`src/rtl/ptmr_pkg.sv`:
```
package ptmr_pkg;
  localparam int ADDR_W        = 8;
  localparam int PEND_W        = 8;
  localparam int CAP_PEND_BASE = 4;
  localparam int EMAT_ACT_BASE = 4;

  localparam logic [ADDR_W-1:0] OFS_PEND  = 8'h00;
  localparam logic [ADDR_W-1:0] OFS_CTRL  = 8'h04;
  localparam logic [ADDR_W-1:0] OFS_CNT   = 8'h08;
  localparam logic [ADDR_W-1:0] OFS_LIM   = 8'h0C;
  localparam logic [ADDR_W-1:0] OFS_PCNT  = 8'h10;
  localparam logic [ADDR_W-1:0] OFS_MCTL  = 8'h14;
  localparam logic [ADDR_W-1:0] OFS_MVAL0 = 8'h18;
  localparam logic [ADDR_W-1:0] OFS_CCTL  = 8'h28;
  localparam logic [ADDR_W-1:0] OFS_CAP0  = 8'h2C;
  localparam logic [ADDR_W-1:0] OFS_EMAT  = 8'h3C;
  localparam logic [ADDR_W-1:0] OFS_CMODE = 8'h70;
  localparam logic [ADDR_W-1:0] OFS_PWM   = 8'h74;

  typedef enum logic [1:0] {ACT_NONE, ACT_CLR, ACT_SET, ACT_TGL} mat_act_e;
  typedef enum logic [1:0] {CM_TIMER, CM_RISE, CM_FALL, CM_BOTH} cnt_mode_e;
endpackage

```
`src/rtl/ptmr_sync_edge.sv`:
```
module ptmr_sync_edge #(
  parameter int N = 2
) (
  input  logic         clk_i,
  input  logic         rst_ni,
  input  logic [N-1:0] din_i,
  output logic [N-1:0] rise_o,
  output logic [N-1:0] fall_o
);
  for (genvar k = 0; k < N; k++) begin : g_bit
    logic s1_q, s2_q, s3_q;
    always_ff @(posedge clk_i or negedge rst_ni) begin
      if (!rst_ni) begin
        s1_q <= 1'b0;
        s2_q <= 1'b0;
        s3_q <= 1'b0;
      end else begin
        s1_q <= din_i[k];
        s2_q <= s1_q;
        s3_q <= s2_q;
      end
    end
    assign rise_o[k] = s2_q & ~s3_q;
    assign fall_o[k] = ~s2_q & s3_q;
  end
endmodule

```
`src/rtl/ptmr_prescale.sv`:
```
module ptmr_prescale #(
  parameter int W = 32
) (
  input  logic         clk_i,
  input  logic         rst_ni,
  input  logic         run_i,
  input  logic         hold_i,
  input  logic         bypass_i,
  input  logic [W-1:0] lim_i,
  input  logic         wr_i,
  input  logic [W-1:0] wdata_i,
  output logic [W-1:0] pcnt_o,
  output logic         tick_o
);
  logic [W-1:0] pcnt_q;

  assign tick_o = run_i && !hold_i && !bypass_i && (pcnt_q == lim_i);
  assign pcnt_o = pcnt_q;

  always_ff @(posedge clk_i or negedge rst_ni) begin
    if (!rst_ni)                pcnt_q <= '0;
    else if (hold_i)            pcnt_q <= '0;
    else if (wr_i)              pcnt_q <= wdata_i;
    else if (run_i && !bypass_i) pcnt_q <= tick_o ? '0 : pcnt_q + 1'b1;
  end
endmodule

```
`src/rtl/ptmr_match.sv`:
```
module ptmr_match
  import ptmr_pkg::*;
#(
  parameter int W = 32
) (
  input  logic         clk_i,
  input  logic         rst_ni,
  input  logic         step_i,
  input  logic [W-1:0] cnt_i,
  input  logic [W-1:0] mval_i,
  input  mat_act_e     act_i,
  input  logic         pwm_i,
  input  logic         rst_evt_i,
  input  logic         out_wr_i,
  input  logic         out_wdata_i,
  output logic         hit_o,
  output logic         out_o
);
  logic out_q;

  assign hit_o = step_i && (cnt_i == mval_i);
  assign out_o = out_q;

  always_ff @(posedge clk_i or negedge rst_ni) begin
    if (!rst_ni) out_q <= 1'b0;
    else if (out_wr_i) out_q <= out_wdata_i;
    else if (pwm_i) begin
      // counter reset dominates own match
      if (rst_evt_i)  out_q <= 1'b0;
      else if (hit_o) out_q <= 1'b1;
    end else if (hit_o) begin
      unique case (act_i)
        ACT_CLR: out_q <= 1'b0;
        ACT_SET: out_q <= 1'b1;
        ACT_TGL: out_q <= ~out_q;
        default: out_q <= out_q;
      endcase
    end
  end
endmodule

```
`src/rtl/ptmr_capture.sv`:
```
module ptmr_capture #(
  parameter int W = 32
) (
  input  logic         clk_i,
  input  logic         rst_ni,
  input  logic         rise_i,
  input  logic         fall_i,
  input  logic         en_rise_i,
  input  logic         en_fall_i,
  input  logic [W-1:0] cnt_i,
  output logic [W-1:0] cap_o,
  output logic         evt_o
);
  logic [W-1:0] cap_q;

  assign evt_o = (rise_i && en_rise_i) || (fall_i && en_fall_i);
  assign cap_o = cap_q;

  always_ff @(posedge clk_i or negedge rst_ni) begin
    if (!rst_ni)    cap_q <= '0;
    else if (evt_o) cap_q <= cnt_i;
  end
endmodule

```
`src/rtl/prescaled_timer.sv`:
```
module prescaled_timer
  import ptmr_pkg::*;
#(
  parameter int CNT_W     = 32,
  parameter int NUM_MATCH = 4,
  parameter int NUM_CAP   = 2
) (
  input  logic                 clk_i,
  input  logic                 rst_ni,
  input  logic                 we_i,
  input  logic [ADDR_W-1:0]    addr_i,
  input  logic [CNT_W-1:0]     wdata_i,
  output logic [CNT_W-1:0]     rdata_o,
  input  logic [NUM_CAP-1:0]   cap_i,
  output logic [NUM_MATCH-1:0] mat_o,
  output logic                 irq_o
);
  localparam int MCTL_W = 2 * NUM_MATCH;
  localparam int CCTL_W = 3 * NUM_CAP;
  localparam int ACT_W  = 2 * NUM_MATCH;

  logic [1:0]          ctrl_q;
  logic [CNT_W-1:0]    cnt_q, lim_q;
  logic [MCTL_W-1:0]   mctl_q;
  logic [CCTL_W-1:0]   cctl_q;
  logic [ACT_W-1:0]    act_q;
  logic [2:0]          cmode_q;
  logic [NUM_MATCH-1:0] pwmen_q;
  logic [PEND_W-1:0]   pend_q, pend_set;
  logic [CNT_W-1:0]    mval_q [NUM_MATCH];

  logic cnt_wr, pcnt_wr, pend_wr, emat_wr;
  assign cnt_wr  = we_i && (addr_i == OFS_CNT);
  assign pcnt_wr = we_i && (addr_i == OFS_PCNT);
  assign pend_wr = we_i && (addr_i == OFS_PEND);
  assign emat_wr = we_i && (addr_i == OFS_EMAT);

  logic run, hold, timer_mode;
  cnt_mode_e mode;
  assign run        = ctrl_q[0];
  assign hold       = ctrl_q[1];
  assign mode       = cnt_mode_e'(cmode_q[1:0]);
  assign timer_mode = (mode == CM_TIMER);

  // input synchronizer and edge detect
  logic [NUM_CAP-1:0] rise, fall;
  ptmr_sync_edge #(.N(NUM_CAP)) u_sync (
    .clk_i, .rst_ni, .din_i(cap_i), .rise_o(rise), .fall_o(fall)
  );

  logic cnt_edge;
  always_comb begin
    unique case (mode)
      CM_RISE: cnt_edge = rise[cmode_q[2]];
      CM_FALL: cnt_edge = fall[cmode_q[2]];
      CM_BOTH: cnt_edge = rise[cmode_q[2]] | fall[cmode_q[2]];
      default: cnt_edge = 1'b0;
    endcase
  end

  logic [CNT_W-1:0] pcnt;
  logic tick, step;
  ptmr_prescale #(.W(CNT_W)) u_presc (
    .clk_i, .rst_ni, .run_i(run), .hold_i(hold), .bypass_i(!timer_mode),
    .lim_i(lim_q), .wr_i(pcnt_wr), .wdata_i, .pcnt_o(pcnt), .tick_o(tick)
  );

  assign step = run && !hold && (timer_mode ? tick : cnt_edge);

  // match channels
  logic [NUM_MATCH-1:0] hit, irq_en, rst_en;
  logic rst_evt;
  for (genvar i = 0; i < NUM_MATCH; i++) begin : g_match
    assign irq_en[i] = mctl_q[2*i];
    assign rst_en[i] = mctl_q[2*i+1];
    ptmr_match #(.W(CNT_W)) u_match (
      .clk_i, .rst_ni, .step_i(step), .cnt_i(cnt_q), .mval_i(mval_q[i]),
      .act_i(mat_act_e'(act_q[2*i +: 2])), .pwm_i(pwmen_q[i]),
      .rst_evt_i(rst_evt), .out_wr_i(emat_wr), .out_wdata_i(wdata_i[i]),
      .hit_o(hit[i]), .out_o(mat_o[i])
    );
  end
  assign rst_evt = |(hit & rst_en);

  // capture channels
  logic [NUM_CAP-1:0] cap_evt, cap_irq;
  logic [CNT_W-1:0]   cap_val [NUM_CAP];
  for (genvar j = 0; j < NUM_CAP; j++) begin : g_cap
    assign cap_irq[j] = cctl_q[3*j+2];
    ptmr_capture #(.W(CNT_W)) u_cap (
      .clk_i, .rst_ni, .rise_i(rise[j]), .fall_i(fall[j]),
      .en_rise_i(cctl_q[3*j]), .en_fall_i(cctl_q[3*j+1]),
      .cnt_i(cnt_q), .cap_o(cap_val[j]), .evt_o(cap_evt[j])
    );
  end

  always_comb begin
    pend_set = '0;
    pend_set[NUM_MATCH-1:0] = hit & irq_en;
    pend_set[CAP_PEND_BASE +: NUM_CAP] = cap_evt & cap_irq;
  end

  // main counter
  always_ff @(posedge clk_i or negedge rst_ni) begin
    if (!rst_ni)     cnt_q <= '0;
    else if (hold)   cnt_q <= '0;
    else if (cnt_wr) cnt_q <= wdata_i;
    else if (step)   cnt_q <= rst_evt ? '0 : cnt_q + 1'b1;
  end

  always_ff @(posedge clk_i or negedge rst_ni) begin
    if (!rst_ni) pend_q <= '0;
    else pend_q <= (pend_q & ~(pend_wr ? wdata_i[PEND_W-1:0] : '0)) | pend_set;
  end

  // configuration registers
  always_ff @(posedge clk_i or negedge rst_ni) begin
    if (!rst_ni) begin
      ctrl_q  <= '0;
      lim_q   <= '0;
      mctl_q  <= '0;
      cctl_q  <= '0;
      act_q   <= '0;
      cmode_q <= '0;
      pwmen_q <= '0;
      for (int i = 0; i < NUM_MATCH; i++) mval_q[i] <= '0;
    end else if (we_i) begin
      unique case (addr_i)
        OFS_CTRL:  ctrl_q  <= wdata_i[1:0];
        OFS_LIM:   lim_q   <= wdata_i;
        OFS_MCTL:  mctl_q  <= wdata_i[MCTL_W-1:0];
        OFS_CCTL:  cctl_q  <= wdata_i[CCTL_W-1:0];
        OFS_EMAT:  act_q   <= wdata_i[EMAT_ACT_BASE +: ACT_W];
        OFS_CMODE: cmode_q <= wdata_i[2:0];
        OFS_PWM:   pwmen_q <= wdata_i[NUM_MATCH-1:0];
        default: ;
      endcase
      for (int i = 0; i < NUM_MATCH; i++)
        if (addr_i == OFS_MVAL0 + 8'(4*i)) mval_q[i] <= wdata_i;
    end
  end

  // read mux
  always_comb begin
    rdata_o = '0;
    unique case (addr_i)
      OFS_PEND:  rdata_o = CNT_W'(pend_q);
      OFS_CTRL:  rdata_o = CNT_W'(ctrl_q);
      OFS_CNT:   rdata_o = cnt_q;
      OFS_LIM:   rdata_o = lim_q;
      OFS_PCNT:  rdata_o = pcnt;
      OFS_MCTL:  rdata_o = CNT_W'(mctl_q);
      OFS_CCTL:  rdata_o = CNT_W'(cctl_q);
      OFS_EMAT: begin
        rdata_o[NUM_MATCH-1:0]             = mat_o;
        rdata_o[EMAT_ACT_BASE +: ACT_W]    = act_q;
      end
      OFS_CMODE: rdata_o = CNT_W'(cmode_q);
      OFS_PWM:   rdata_o = CNT_W'(pwmen_q);
      default: ;
    endcase
    for (int i = 0; i < NUM_MATCH; i++)
      if (addr_i == OFS_MVAL0 + 8'(4*i)) rdata_o = mval_q[i];
    for (int j = 0; j < NUM_CAP; j++)
      if (addr_i == OFS_CAP0 + 8'(4*j)) rdata_o = cap_val[j];
  end

  assign irq_o = |pend_q;
endmodule

```
`config.mk`:
```
export PLATFORM = sky130hd
export DESIGN_NAME = prescaled_timer
export DESIGN_NICKNAME = d
export VERILOG_FILES = /design/src/rtl/ptmr_pkg.sv /design/src/rtl/ptmr_sync_edge.sv /design/src/rtl/ptmr_prescale.sv /design/src/rtl/ptmr_match.sv /design/src/rtl/ptmr_capture.sv /design/src/rtl/prescaled_timer.sv
export SDC_FILE = /design/constraint.sdc
export NUM_CORES = 1
export LEC_CHECK = 0
export ABC_AREA = 0
export BUFFER_PORTS_ARGS = -buffer_cell sky130_fd_sc_hd__clkbuf_2
export CORE_AREA = 8 8 262 213
export DETAILED_ROUTE_END_ITERATION = 12
export DIE_AREA = 0 0 270 221
export GPL_ROUTABILITY_DRIVEN = 0
export HOLD_SLACK_MARGIN = 0.06
export SYNTH_ARGS = -nofsm -noshare
export SYNTH_HDL_FRONTEND = slang
export SYNTH_SLANG_ARGS = --single-unit
```
`constraint.sdc`:
```
create_clock -name clk_i -period 3.1 [get_ports clk_i]
set_input_delay 0.62 -clock clk_i [delete_from_list [all_inputs] [get_ports clk_i]]
set_output_delay 0.62 -clock clk_i [all_outputs]
set_load 0.05 [all_outputs]
```
After elaboration in Yosys (flattened, before gate mapping)
Index checks and enable logic that the tools add are counted.
- register bits: 337
- bits of input ports: 45
- logic and storage cells: 183
- add/sub/neg operators: 2
- order comparisons: 1
- eq/ne operators: 35
- muxes and demuxes: 47
- bitwise logic cells: 19
- reductions and logical operators: 53
- operators with widths (cell ; count):
    32-bit two-way mux ; 14
    32-bit == test ; 5
    12-bit one-hot mux with 10 select lines ; 1
    32-bit by 1-bit adder with 32-bit output (second input constant) ; 2
    20-bit one-hot mux with 3 select lines ; 1
    8-bit by 6-bit == test with 1-bit output (second input constant) ; 6
    8-bit by 5-bit == test with 1-bit output (second input constant) ; 4
    3-bit nonzero test ; 10
    1-bit two-way mux ; 25
    2-bit AND reduction ; 11
    2-bit == test (second input constant) ; 10
    5-bit nonzero test ; 4
    1-bit logical AND ; 17
    8-bit by 4-bit == test with 1-bit output (second input constant) ; 2
    8-bit by 7-bit == test with 1-bit output (second input constant) ; 2
    1-bit one-hot mux with 3 select lines ; 5
    3-bit AND reduction ; 4
    2-bit by 1-bit == test with 1-bit output (second input constant) ; 5
    4-bit bitwise AND ; 2
    8-bit bitwise AND ; 1
    8-bit by 3-bit == test with 1-bit output (second input constant) ; 1
    8-bit zero test ; 1
    8-bit two-way mux ; 1
    1-bit NOT ; 8
    11 further kinds ; 15

Longest topological paths before layout
Gate-level depths: netlist (run 1).
- depth after elaboration: 15
- depth in mapped cells: 11
- mapped depth without buffers: 9

Cells and area by module
From an unflattened synthesis (run 1), not the netlist that was laid out.
- cell total of the unflattened synthesis: 1869
- area total of the unflattened synthesis: 20103.0 um2
- modules (own cells, without submodules) (module ; times used ; cells each ; area an instance (um2)):
    prescaled_timer ; 1 ; 1177 ; 12758.5
    ptmr_prescale ; 1 ; 332 ; 2697.6
    ptmr_capture ; 2 ; 69 ; 1340.0
    ptmr_match ; 4 ; 53 ; 445.4
    ptmr_sync_edge ; 1 ; 10 ; 185.2

Worst setup path after synthesis (run 1)
No wires, ideal clock.
- kind: input -> output
- from: input port addr_i[1]
- to: output port rdata_o[13]
- arrival: 3.375 ns
- required time: 2.480 ns
- path slack: -0.895 ns
- cell stages on the path: 8
- buffers on the path: 2
- cell sequence: or4b_2 -> nor2_1 -> buf_2 -> buf_1 -> a22oi_1 -> nand2_1 -> nor3b_1 -> o21ai_0
- word-level cells in the longest chain between the ends: 8
- RTL lines (element ; line ; RTL):
    start: declaration ; prescaled_timer.sv:11 ; input logic [ADDR_W-1:0] addr_i,
    8-bit by 5-bit == test with 1-bit output or 8-bit by 4-bit == test with 1-bit output (tied branches) ; prescaled_timer.sv:146 ; unique case (addr_i)
    20-bit one-hot mux with 3 select lines ; prescaled_timer.sv:146 ;
    32-bit two-way mux (4 in a row) ; prescaled_timer.sv:163 ; if (addr_i == OFS_MVAL0 + 8'(4*i)) rdata_o = mval_q[i];
    32-bit two-way mux ; prescaled_timer.sv:165 ; if (addr_i == OFS_CAP0 + 8'(4*j)) rdata_o = cap_val[j];
    32-bit two-way mux * ; prescaled_timer.sv:165 ;
    end: declaration ; prescaled_timer.sv:13 ; output logic [CNT_W-1:0] rdata_o,
Every way passes the cells marked *; elsewhere a longest branch is shown, timed or not.

Worst setup path in the final report (run 1)
- from: input port addr_i[2]
- to: output port rdata_o[6]
- word-level cells in the longest chain between the ends: 8
- RTL lines (element ; line):
    8-bit by 7-bit == test with 1-bit output (tied with other cells) ; prescaled_timer.sv:146
    12-bit one-hot mux with 10 select lines ; prescaled_timer.sv:146
    32-bit two-way mux (4 in a row) ; prescaled_timer.sv:163
    32-bit two-way mux ; prescaled_timer.sv:165
    32-bit two-way mux * ; prescaled_timer.sv:165
Marks and branches as above.

==> flow_summary.toml, run 1 <==
[sta]
period_needed_ns = 3.42
finalCritPeriodShare = 1.10
tightest_slew_ns = 0.820
fmax_mhz = 292
setup_viol = 32
rsz0062_at_grt = "true"
setup_tns_ns = -4.94
fin_ws_ns = -0.325
fin_worst_skew_ns = 0.0167
hold_viol = 0
slew_headroom = 0.453
holdWs_ns = 0.110
slew_viol_final = 0

[global_routing]
grt_max_degree = 87
grt_pass1_vias = 16386
grt_pass1_wl_um = 109000
grt_usage = 0.235
grt-ovfl-total = 0
grt_antenna_before_repair = 0

[pwr]
p_leak_uw = 0.0118
power_density_mw_per_mm2 = 544
ir_drop_mv = 0.375

[floorplanning]
core_area_mm2 = 0.0517
start_util = 0.364
die_w_um = 270
die_h_um = 221
die-area_mm2 = 0.0597
std_cell_rows = 75
io_pins = 82

[critical_path]
critical_path_buf_inv_count = 4
path_max_fanout = 6
crit_top_cell = "buf_4"
path_class = "primary input to output port"
slowest_delay_ns = 0.39
crit_slowest_cell = "a222oi_1"
cp.required_ns = 2.48
cp-start-kind = "primary input"
crit_chain = "buf_8 > nor4bb_4 > nor4b_4 > buf_4 > a222oi_1 > nand3_1 > a221oi_2 > buf_4 > a21oi_4 > a221o_2 > buf_12"
critPathCaptureType = "output port"
critPathArrivalTime_ns = 2.80
cp_top_family = "compound AO/OA/AOI/OAI gates"

[yosys]
syn_area_mm2 = 0.0188
avgSynthCellArea_um2 = 10.4
syn_inst = 1813
synth_edf_count = 0
synthArstFlopShare = 1.00
synth_cell_type_count = 70
synth_ff_type = "dfrtp_1"
synth_seq_cells = 337
yosysWarnings = 0
synth_fp_nets = 1868
ys_seq_area_frac = 0.449

[final_layout]
finalNonFillerCells = 2795
drive_gt1_frac = 0.404
layout_commonest_cell = "dfrtp_1"
antenna_cells = 0
nets = 2129
fill_cells = 4557
multiInputGateArea_mm2 = 0.0105
regArea_mm2 = 0.00846
final_cell_mix = "318 x dfrtp_1, 249 x mux2_2, 222 x buf_4"
syn2layout_area_growth_pct = 33.1

[route]
vias = 17158
met1_length_um = 31600
post_drt_wl_per_cell_um = 26.9
drt_first_pass_iters = 8
top_layer = "met4"
ant_nets = 0
dr.first_iter.drc_count = 2327
drc = 0
wl_um = 75300
wl_met2_um = 31700
met3_wirelength_um = 9120
viasPerCell = 6.14

[clock_tree]
clk_path_buf_depth = 3
cts_inserted_buffers = 38
h-tree-depth = 2
hold_buffers = 0
cts_sinks = 337
cts_root_buf = "clkbuf_16"
cts_tree = "done"
path_clk_slew_ns = 0.06
clk_latency_ns = 0.54

[place]
portBuffers = 81
placed_cells = 2666
hpwl_um = 53000

[run_status]
violations = "negative setup slack"
outcome = "finished, violations left"

[run]
cap_viol_max_count = 0

[hold_path]
hold_path.class = "primary input to async pin"
-- final timing paths --
kind,slack (ns),depth (start not counted),end,startpoint
worst min-delay path,0.11,1,pwmen_q[2],rst_ni
worst max-delay path,-0.32,11,rdata_o[6],addr_i[2]
worst min register to register,0.35,0,u_sync.g_bit[0].s2_q,u_sync.g_bit[0].s1_q
max in group asynchronous,2.14,2,mval_q[51],rst_ni
min in group clk_i,0.19,1,u_sync.g_bit[0].s1_q,cap_i[0]
worst max register to register,0.06,11,cnt_q[14],cnt_q[0]
-- cell type report --
cell class                      count  share of cell area
Sequential cell                   337               0.338
Clock inverter                     19             0.00645
Multi-Input combinational cell   1305               0.421
Inverter                           19             0.00285
Timing Repair Buffer              373               0.154
Tap cell                          693              0.0347
Clock buffer                       49              0.0434
-- metal layers --
layer  up-vias  GRT usage
met2      1130      0.338
met4         0     0.0741
met3       216     0.0614
met5         -          0
li1       7194          -
met1      8618      0.341
-- cell families (layout without fill, tap and decap cells) --
group | Yosys count | in the layout | synth area share
simple gates | 529 | 529 | 0.145
fa+ha+maj | 10 | 10 | 0.00665
mux | 250 | 250 | 0.150
compound gates | 340 | 340 | 0.129
buf+inv | 171 | 460 | 0.0393
xor+xnor | 176 | 176 | 0.0820
flops | 337 | 337 | 0.449
-- worst register-to-register path: stages, from the launching register on --
cell       delay [ns]
dfrtp_2          0.50
xor2_1           0.19
nor4_2           0.40
buf_4            0.18
nand4_1          0.21
or2_4            0.34
o2111ai_2        0.23
buf_12           0.17
nor2_1           0.07
buf_12           0.20
a221oi_4         0.30
nor3_1           0.09
-- registers in the layout, summed over array words and instances (netlist names), 3 cells and up --
| name | count |
|---|---|
| u_presc.pcnt_o | 32 |
| g_cap.u_cap.cap_o | 64 |
| g_match.u_match.out_o | 4 |
| mctl_q | 8 |
| act_q | 8 |
| mval_q | 128 |
| pend_q | 8 |
| cctl_q | 6 |
| pwmen_q | 4 |
| cmode_q | 3 |
| cnt_q | 32 |
| lim_q | 32 |
-- metrics by stage --
step                      power (µW)  utilization  setup slack (ns)  instance area [µm²]
after floorplan                 7200            -           -0.0618                18900
after global placement          8670        0.426            -0.451                22000
after detailed placement        8770        0.426            -0.417                22000
after CTS                      13400        0.468            -0.204                24200
after global routing           14100        0.484            -0.353                25000
final                          13600        0.484            -0.325                25000
-- power breakdown --
group / total (µW) / switching, µW / internal, µW
Sequential: 5730 / 730 / 5000
Combinational: 3270 / 1800 / 1470
Clock: 4620 / 1970 / 2650
Total: 13600 / 4500 / 9120
-- cell usage after synthesis (4+ instances only) --
cell type  number  area share
xnor2_1        12      0.0056
nor4_1         47       0.016
nor2b_1        16      0.0053
nor3_1         39       0.010
nor2_1        107       0.021
clkbuf_1       75       0.015
buf_2          46       0.012
dfrtp_1       337        0.45
o311a_1         4      0.0021
nand2_1       151       0.030
o21ai_1         5      0.0013
nand4_1        37       0.012
a32o_1          4      0.0021
inv_1          19      0.0038
nand3b_1       10      0.0040
a31oi_1         9      0.0030
nand2b_1        5      0.0017
a22oi_1        61       0.024
buf_1          20      0.0040
a221oi_1       24       0.011
mux2_2        249        0.15
and2_1         10      0.0033
nor3b_1        10      0.0040
a311oi_1       19      0.0089
a211oi_1       11      0.0044
xor2_1        164       0.076
a221o_1         6      0.0032
and4_1          7      0.0033
o21ai_0        97       0.026
nand3_1        30      0.0080
ha_1           10      0.0067
nand4b_1        5      0.0023
or3_1          13      0.0043
o211a_1         4      0.0021
a22o_1          9      0.0042
and3_1         18      0.0060
a222oi_1       32       0.017
a21oi_1        29      0.0077
buf_4          10      0.0040
-- repair_timing --
item | in CTS | in global routing
setup buffers | 24 | 48
cloned | 7 | 5
setup endpoints to repair | 62 | 62
hold endpoints to repair | 0 | 0
pin swaps | 70 | 81
gates resized for setup | 130 | 110
Note: power is estimated with default switching activity, not from simulation.
==> run 2: changes to the inputs <==
CTS_CLUSTER_DIAMETER = 50   (was not set)
REMOVE_ABC_BUFFERS = 1   (was not set)
==> run 2 against run 1 <==
Against the previous run:
- the flow still finishes with violations (negative setup slack)
- via count rose by 1.5%
- sequential cell count unchanged
- utilization is 0.90 points higher
- highest routed layer unchanged
==> flow_summary.toml, run 2 (same netlist as run 1, synthesis figures left out) <==
[route]
vias = 17411
viasPerCell = 6.04
dr.first_iter.drc_count = 2422
post_drt_wl_per_cell_um = 26.9
drt_first_pass_iters = 8
drc = 0
wl_um = 77400
ant_nets = 0

[sta]
fin_worst_skew_ns = 0.0277
slew_headroom = 0.448
holdWs_ns = 0.0790
setup_viol = 21
rsz0062_at_grt = "true"
setup_tns_ns = -2.39
period_needed_ns = 3.35
finalCritPeriodShare = 1.08
fin_ws_ns = -0.250
hold_viol = 0
fmax_mhz = 299
slew_viol_final = 0
tightest_slew_ns = 0.829

[final_layout]
syn2layout_area_growth_pct = 35.5
finalNonFillerCells = 2882
antenna_cells = 0
layout_commonest_cell = "dfrtp_1"
drive_gt1_frac = 0.415
regMostFlops = "mval_q"
final_cell_mix = "325 x dfrtp_1, 309 x buf_4, 249 x mux2_2"
nets = 2213
largest_reg_flops = 128

[global_routing]
grt_pass1_wl_um = 113000
grt_antenna_before_repair = 0
grt_max_degree = 78
grt_pass1_vias = 17038
grt_usage = 0.246
grt-ovfl-total = 0

[critical_path]
critPathCaptureType = "output port"
rr_endpoint = "g_match[3].u_match.out_o"
path_max_fanout = 7
timing.rr.start = "cnt_q[4]"
cp.required_ns = 2.48
critPathArrivalTime_ns = 2.73
reg2reg_slack_ns = 0.01
reg2regPathDepth = 10
cp-start-kind = "primary input"
path_class = "primary input to output port"

[floorplanning]
start_util = 0.364
die_h_um = 221
core_area_mm2 = 0.0517
die-area_mm2 = 0.0597
die_w_um = 270
std_cell_rows = 75
io_pins = 82

[clock_tree]
clk_latency_ns = 0.57
path_clk_slew_ns = 0.05
cts_inserted_buffers = 43
clk_path_buf_depth = 3
hold_buffers = 0
cts_sinks = 337
cts_tree = "done"
h-tree-depth = 2
cts_root_buf = "clkbuf_16"

[pwr]
power_density_mw_per_mm2 = 571
p_leak_uw = 0.0123
p_total_uw = 14600
ir_drop_mv = 0.401

[place]
portBuffers = 81
placed_cells = 2761
hpwl_um = 53400
dp_slack_ns = -0.408

[run_status]
violations = "negative setup slack"
outcome = "finished, violations left"

[run]
cap_viol_max_count = 0

[hold_path]
hold_path.class = "primary input to async pin"
[run 2: routing by layer]
metal,vias up,wire length (µm),global-route usage,share of wire
met5,-,0,0,0
met4,0,2530,0.0774,0.033
met3,167,9680,0.0642,0.13
met2,1122,32700,0.356,0.42
met1,8759,32500,0.355,0.42
li1,7363,-,-,-
[run 2: worst max path at each step]
stage / from / endpoint / cells past startpoint
after floorplan: addr_i[1] / rdata_o[4] / 5
after global placement: addr_i[2] / rdata_o[10] / 12
after detailed placement: addr_i[5] / rdata_o[2] / 14
after CTS: addr_i[4] / rdata_o[2] / 11
after global routing: addr_i[4] / rdata_o[2] / 11
final: addr_i[3] / rdata_o[10] / 11
[run 2: worst max-delay path, stage by stage]
cell      delay [ns]
buf_8           0.10
nor4bb_4        0.16
buf_4           0.15
and2_4          0.16
buf_12          0.14
buf_12          0.14
a222oi_1        0.68
nand4_1         0.19
o21ai_2         0.13
nand2_2         0.09
buf_12          0.16
[run 2: per-stage QoR]
step           utilization  cell area (µm²)
3_5_place_dp         0.437            22600
4_1_cts              0.479            24700
3_3_place_gp         0.437            22600
6_report             0.493            25500
5_1_grt              0.493            25500
2_1_floorplan            -            18100
[run 2: area by class of cell]
class / count / area [µm²]
Timing Repair Buffer: 451 / 4290
Sequential cell: 337 / 8450
Tap cell: 693 / 867
Multi-Input combinational cell: 1306 / 10400
Clock inverter: 14 / 150
Clock buffer: 62 / 1290
Fill cell: 4566 / 26200
Inverter: 19 / 71.3
[run 2: where the power goes]
part           internal [µW]  leakage [µW]  switching (µW)
registers               5000       0.00450             569
clock network           3070      0.000700            2050
logic                   1750       0.00711            2130
total                   9820        0.0123            4750
[run 2: timing repair]
item / 4_1_cts / 5_1_grt
pin swaps: 50 / 42
setup buffers: 20 / 30
hold endpoints to repair: 0 / 0
cloned: 2 / 3
endpoints found under the setup margin: 66 / 65
resized for setup: 129 / 106
